**src/rtl/mmio_window_pkg.sv**
```systemverilog
package mmio_window_pkg;

  // Outcome of classifying one host access.
  typedef enum logic [1:0] {
    CLS_OUTSIDE = 2'd0,  // address not in the windowed region
    CLS_IOSPACE = 2'd1,  // I/O port access, never claimed
    CLS_OFF     = 2'd2,  // in region, slice not enabled
    CLS_HIT     = 2'd3   // in region, slice enabled
  } access_cls_e;

  localparam int unsigned DEF_ADDR_W      = 32;
  localparam int unsigned DEF_SLICE_SHIFT = 23;
  localparam int unsigned DEF_SLICES      = 32;
  localparam int unsigned DEF_OFF_W       = 12;

endpackage

```
**src/rtl/mwd_reset_sync.sv**
```systemverilog
module mwd_reset_sync #(
  parameter int unsigned STAGES = 2
) (
  input  logic clk,
  input  logic rst_n,
  output logic rst_sync_n
);

  logic [STAGES-1:0] chain_q;
  logic [STAGES-1:0] chain_d;

  always_comb begin
    chain_d = {chain_q[STAGES-2:0], 1'b1};
  end

  always_ff @(posedge clk or negedge rst_n) begin
    if (!rst_n) begin
      chain_q <= '0;
    end else begin
      chain_q <= chain_d;
    end
  end

  assign rst_sync_n = chain_q[STAGES-1];

endmodule

```
**src/rtl/mwd_slice_map.sv**
```systemverilog
module mwd_slice_map #(
  parameter int unsigned SLICES     = 32,
  parameter int unsigned OFF_W      = 12,
  parameter logic [OFF_W-1:0] MAP_OFF = 12'h060,
  localparam int unsigned LANES     = (SLICES + 7) / 8
) (
  input  logic              clk,
  input  logic              rst_n,
  input  logic              wr,
  input  logic [OFF_W-1:0]  off,
  input  logic [LANES-1:0]  be,
  input  logic [SLICES-1:0] wdata,
  output logic [SLICES-1:0] map
);

  logic              sel;
  logic [SLICES-1:0] bit_en;
  logic [SLICES-1:0] map_d;
  logic [SLICES-1:0] map_q;

  assign sel = wr && (off == MAP_OFF);

  // Per-bit write enable taken from the byte lane that holds the bit.
  for (genvar i = 0; i < SLICES; i++) begin : g_bit
    assign bit_en[i] = sel && be[i / 8];
  end

  always_comb begin
    for (int i = 0; i < SLICES; i++) begin
      map_d[i] = bit_en[i] ? wdata[i] : map_q[i];
    end
  end

  always_ff @(posedge clk or negedge rst_n) begin
    if (!rst_n) begin
      map_q <= '0;
    end else if (sel) begin
      map_q <= map_d;
    end
  end

  assign map = map_q;

endmodule

```
**src/rtl/mwd_slice_decode.sv**
```systemverilog
module mwd_slice_decode
  import mmio_window_pkg::*;
#(
  parameter int unsigned SLICES = 32,
  parameter int unsigned TAG_W  = 4,
  parameter logic [TAG_W-1:0] REGION_TAG = 4'hF,
  localparam int unsigned IDX_W = $clog2(SLICES)
) (
  input  logic [TAG_W-1:0]  tag,
  input  logic [IDX_W-1:0]  idx,
  input  logic              is_io,
  input  logic [SLICES-1:0] map,
  output access_cls_e       cls
);

  always_comb begin
    if (is_io) begin
      cls = CLS_IOSPACE;
    end else if (tag != REGION_TAG) begin
      cls = CLS_OUTSIDE;
    end else if (map[idx]) begin
      cls = CLS_HIT;
    end else begin
      cls = CLS_OFF;
    end
  end

endmodule

```
**src/rtl/mwd_run_span.sv**
```systemverilog
module mwd_run_span #(
  parameter int unsigned SLICES = 32,
  localparam int unsigned IDX_W = $clog2(SLICES)
) (
  input  logic [SLICES-1:0] map,
  input  logic [IDX_W-1:0]  idx,
  output logic [IDX_W-1:0]  run_lo,
  output logic [IDX_W-1:0]  run_hi
);

  logic [IDX_W-1:0] lo_of [SLICES];
  logic [IDX_W-1:0] hi_of [SLICES];

  // Lowest slice of the run: walk downward while the lower neighbour is enabled.
  assign lo_of[0] = '0;
  for (genvar i = 1; i < SLICES; i++) begin : g_lo
    assign lo_of[i] = map[i-1] ? lo_of[i-1] : IDX_W'(i);
  end

  // Highest slice of the run: walk upward while the upper neighbour is enabled.
  assign hi_of[SLICES-1] = IDX_W'(SLICES - 1);
  for (genvar i = 0; i < SLICES - 1; i++) begin : g_hi
    assign hi_of[i] = map[i+1] ? hi_of[i+1] : IDX_W'(i);
  end

  assign run_lo = lo_of[idx];
  assign run_hi = hi_of[idx];

endmodule

```
**src/rtl/mmio_window_decoder.sv**
```systemverilog
module mmio_window_decoder
  import mmio_window_pkg::*;
#(
  parameter int unsigned ADDR_W      = DEF_ADDR_W,
  parameter int unsigned SLICE_SHIFT = DEF_SLICE_SHIFT,
  parameter int unsigned SLICES      = DEF_SLICES,
  parameter int unsigned OFF_W       = DEF_OFF_W,
  parameter logic [OFF_W-1:0] MAP_OFF = 12'h060,
  localparam int unsigned IDX_W      = $clog2(SLICES),
  localparam int unsigned TAG_W      = ADDR_W - SLICE_SHIFT - IDX_W,
  localparam logic [TAG_W-1:0] REGION_TAG = '1,
  localparam int unsigned LANES      = (SLICES + 7) / 8
) (
  input  logic              clk,
  input  logic              rst_n,
  input  logic              cfg_wr,
  input  logic [OFF_W-1:0]  cfg_off,
  input  logic [LANES-1:0]  cfg_be,
  input  logic [SLICES-1:0] cfg_wdata,
  output logic [SLICES-1:0] slice_map,
  input  logic [ADDR_W-1:0] host_addr,
  input  logic              host_io,
  output logic              hit,
  output logic [ADDR_W-1:0] down_addr,
  output logic [ADDR_W-1:0] win_base,
  output logic [ADDR_W-1:0] win_limit
);

  logic             rst_sync_n;
  access_cls_e      cls;
  logic [IDX_W-1:0] run_lo;
  logic [IDX_W-1:0] run_hi;
  logic [TAG_W-1:0] addr_tag;
  logic [IDX_W-1:0] addr_idx;

  assign addr_tag = host_addr[ADDR_W-1 -: TAG_W];
  assign addr_idx = host_addr[SLICE_SHIFT +: IDX_W];

  mwd_reset_sync #(.STAGES(2)) u_rst (
    .clk        (clk),
    .rst_n      (rst_n),
    .rst_sync_n (rst_sync_n)
  );

  mwd_slice_map #(
    .SLICES (SLICES),
    .OFF_W  (OFF_W),
    .MAP_OFF(MAP_OFF)
  ) u_map (
    .clk  (clk),
    .rst_n(rst_sync_n),
    .wr   (cfg_wr),
    .off  (cfg_off),
    .be   (cfg_be),
    .wdata(cfg_wdata),
    .map  (slice_map)
  );

  mwd_slice_decode #(
    .SLICES    (SLICES),
    .TAG_W     (TAG_W),
    .REGION_TAG(REGION_TAG)
  ) u_dec (
    .tag  (addr_tag),
    .idx  (addr_idx),
    .is_io(host_io),
    .map  (slice_map),
    .cls  (cls)
  );

  mwd_run_span #(.SLICES(SLICES)) u_span (
    .map   (slice_map),
    .idx   (addr_idx),
    .run_lo(run_lo),
    .run_hi(run_hi)
  );

  always_comb begin
    hit       = (cls == CLS_HIT);
    down_addr = '0;
    win_base  = '0;
    win_limit = '0;
    if (hit) begin
      down_addr = host_addr;
      win_base  = {REGION_TAG, run_lo, {SLICE_SHIFT{1'b0}}};
      win_limit = {REGION_TAG, run_hi, {SLICE_SHIFT{1'b1}}};
    end
  end

endmodule

```
**config.mk**
```make
export PLATFORM = sky130hd
export DESIGN_NAME = mmio_window_decoder
export DESIGN_NICKNAME = d
export VERILOG_FILES = /design/src/rtl/mmio_window_pkg.sv /design/src/rtl/mwd_reset_sync.sv /design/src/rtl/mwd_slice_map.sv /design/src/rtl/mwd_slice_decode.sv /design/src/rtl/mwd_run_span.sv /design/src/rtl/mmio_window_decoder.sv
export SDC_FILE = /design/constraint.sdc
export NUM_CORES = 1
export LEC_CHECK = 0
export ABC_AREA = 1
export CAP_MARGIN = 30
export CELL_PAD_IN_SITES_DETAIL_PLACEMENT = 0
export CELL_PAD_IN_SITES_GLOBAL_PLACEMENT = 1
export CORE_MARGIN = 3
export CORE_UTILIZATION = 43
export CTS_CLUSTER_DIAMETER = 120
export DETAILED_ROUTE_END_ITERATION = 10
export DONT_BUFFER_PORTS = 1
export GPL_TIMING_DRIVEN = 0
export PLACE_DENSITY = 0.84
export SYNTH_ARGS = -nofsm -noshare
export SYNTH_HDL_FRONTEND = slang
export SYNTH_SLANG_ARGS = --single-unit
```
**constraint.sdc**
```tcl
create_clock -name clk -period 2.59 [get_ports clk]
set_input_delay 0.1295 -clock clk [delete_from_list [all_inputs] [get_ports clk]]
set_output_delay 0.1295 -clock clk [all_outputs]
set_load 0.05 [all_outputs]
```
==> results.toml <==
[drt]
final_antenna_net_count = 0
dr.pass1.iters = 6
via_per_inst = 5.78
drc = 0
wl_mm = 20.1
post_drt_wl_per_cell_um = 20.5
vias = 5669
drt_iter0_markers = 611

[critical_path]
reg2reg_from = "u_map.map[12]"
crit_path_end_kind = "output pin"
worstPathArrival_ns = 3.34
critPathRequiredTime_ns = 2.46
cp-start-kind = "flop"
startpoint = "u_map.map[30]"
reg2reg_setup_slack_ns = 1.20
crit_fanout = 7
crit_type = "reg2out"

[global_route]
grt_pass1_vias = 5333
grt_first_pass_wirelength_mm = 29.1
grt_start_max_net_pins = 20
grt.total_usage_pct = 32.8
antenna_found_initial = 0
grt_overflow_total = 0

[clock_tree]
tritoncts = "built"
clockBufferDepth = 2
clk_latency_ns = 0.31
cts.sinks = 34
htree_levels = 2
cts_buffers = 5
cts_root_buf = "clkbuf_8"
path_clk_slew_ns = 0.07

[cells_and_area]
final_nets = 931
synthToLayoutAreaGrowth_pct = 56.0
final_util_pct = 69.3
n_antenna_cell = 0
num-fill-cells = 834
layout.cells.non_filler = 981
drive_gt1_share_pct = 45.0

[synthesis]
postSynthCellCount = 696
synth_area_leader_cell = "dfrtp_1"
synth_top_area_share_pct = 19.5
synth-edff-count = 0
synth_area_leaders = "dfrtp_1 (20%), buf_4 (12%), nand2_1 (11%), mux2_2 (8.3%), nor2_1 (7.1%)"
synth_common_cells = "nand2_1 (126), nor2_1 (83), inv_1 (82), buf_4 (67)"
synth-seq-area-share_pct = 19.5
synth.cell_area_mm2 = 0.00436
ys_seq_elements = 34
dominantRegCellSynth = "dfrtp_1"
synth.most_common_cell = "nand2_1"
async_flop_share_pct = 100
synth.distinct_cells = 43
yosysWarnings = 0
syn_area_per_cell_um2 = 6.27

[floorplanning]
die_area_mm2 = 0.0114
io-pin-count = 213
core_area_mm2 = 0.00982
rows = 36
die_w_um = 107
initial_core_util_pct = 44.4
die_y_um = 107

[power_and_ir_drop]
combPwrFrac_pct = 32.8
ir_worst_vdd_mv = 0.192
p_switching_w = 0.000560
leakage_nw = 2.86
switching_share_pct = 38.4
p_int_w = 0.000900
clkPwrFrac_pct = 30.0
pwr-share-seq_pct = 37.3
power-per-cell-area_mw_per_mm2 = 215

[sta]
tightest_slew_ns = 0.852
fin_crit_sh_pct = 134
finalSetupViolCount = 72
slew_headroom_pct = 43.2
setup_tns_ns = -27.30
holdWs_ns = 0.0415
finalHoldViolations = 0
setup_ws_ns = -0.881
fmax_mhz = 288
fin_skew_ns = 0.00305
maxSlewViolCount = 0
rsz0062_at_grt = "true"
final.min_clock_period_ns = 3.47

[status]
status = "finished with violations"
violations = "setup timing"

[place]
detailed_place_hpwl_mm = 13.3
port_buffers = 0
place.gp.congestion = 0.979
dp_worst_setup_slack_ns = -0.801
placed_cells = 854

[worst_hold_path]
hp-class = "in2async"

[job]
maxCapViolations = 0
## registers in the layout, summed over array words and instances (netlist names)
| name | flops |
|---|---|
| u_map.map | 32 |
| u_rst.chain_q | 2 |
## worst max-delay path: stages (launching register included)
cell and delay (ns):
dfrtp_2 0.59, nand2_2 0.11, nand2_2 0.08, nand2_1 0.06
nand2_1 0.06, nand2_2 0.06, nand2_2 0.07, nand2_2 0.05
buf_4 0.14, buf_4 0.12, buf_4 0.12, buf_4 0.12
buf_4 0.13, buf_4 0.12, buf_4 0.12, buf_4 0.12
buf_4 0.12, buf_4 0.13, a221oi_2 0.32, o31ai_1 0.13
nand2_1 0.12, a21oi_4 0.11
## final cells by class
class	instances	area, um^2	share of cell area (%)
Timing Repair Buffer	120	1130	16.7
Timing Repair inverter	3	22.5	0.331
Multi-Input combinational cell	496	3220	47.4
Tap cell	133	166	2.45
Sequential cell	34	895	13.1
Clock buffer	8	90.1	1.32
Buffer	98	908	13.4
Inverter	89	364	5.35
## per-stage QoR
stage	area (um^2)	total power, W
after floorplan	4600	0.000844
after global placement	4770	0.000922
after detailed placement	4810	0.000926
after CTS	6410	0.00145
after global routing	6800	0.00152
final	6800	0.00146
## path summary, 6_finish.rpt
path | end | cells after the start
min in group clk | u_map.map[25] | 2
setup / recovery | win_limit[23] | 21
max in group asynchronous | u_map.map[13] | 1
hold reg to reg | u_map.map[1] | 0
hold / removal | u_rst.chain_q[1] | 1
setup reg to reg | u_map.map[12] | 2
## timing repair
action	4_1_cts	5_1_grt
gates resized for setup	179	76
hold buffers	33	0
endpoints found under the setup margin	73	74
pin swaps	33	35
hold endpoints to repair	34	0
setup buffers	63	21
gates cloned	4	1
## cell usage in the layout (no fill, tap or decap), types with 10 or more instances in the layout
| cell type | instances |
|---|---|
| dfrtp_2 | 26 |
| nand3_1 | 28 |
| a21oi_1 | 34 |
| o21ai_1 | 16 |
| nand2_2 | 40 |
| inv_1 | 68 |
| buf_2 | 10 |
| mux2_2 | 32 |
| nor2_1 | 48 |
| nor2_4 | 30 |
| buf_6 | 46 |
| buf_4 | 90 |
| conb_1 | 24 |
| nand2_1 | 92 |
| dlygate4sd3_1 | 33 |
| nand4_1 | 12 |
| buf_8 | 15 |
| o21ai_0 | 41 |
| clkbuf_1 | 14 |
| inv_2 | 12 |
## power by group through the flow
stage | registers (W) | logic [W] | clock network [W]
after detailed placement | 0.000555 | 0.000371 | 0
after floorplan | 0.000556 | 0.000288 | 0
after CTS | 0.000544 | 0.000450 | 0.000450
after global routing | 0.000545 | 0.000501 | 0.000473
final | 0.000544 | 0.000478 | 0.000438
after global placement | 0.000560 | 0.000362 | 0
## kinds of logic (layout without fill, tap and decap cells)
group | after synthesis | count (layout) | synth area share [%]
and+or+nand+nor | 280 | 280 | 26.9
buffers and inverters | 188 | 318 | 22.9
AOI/OAI and AO/OA | 160 | 160 | 22.2
DFF | 34 | 34 | 19.5
muxes | 32 | 32 | 8.26
other | 2 | 24 | 0.172
## per-layer routing
layer  track usage (%)  part of all wire [%]  vias to the layer above
met5                 0                     0                        -
met2              54.7                    47                      421
met1              40.3                    38                     2641
met4              12.7                   3.7                        0
met3              8.85                    11                       63
li1                  -                     -                     2544
Power figures use the tool's default switching activity.
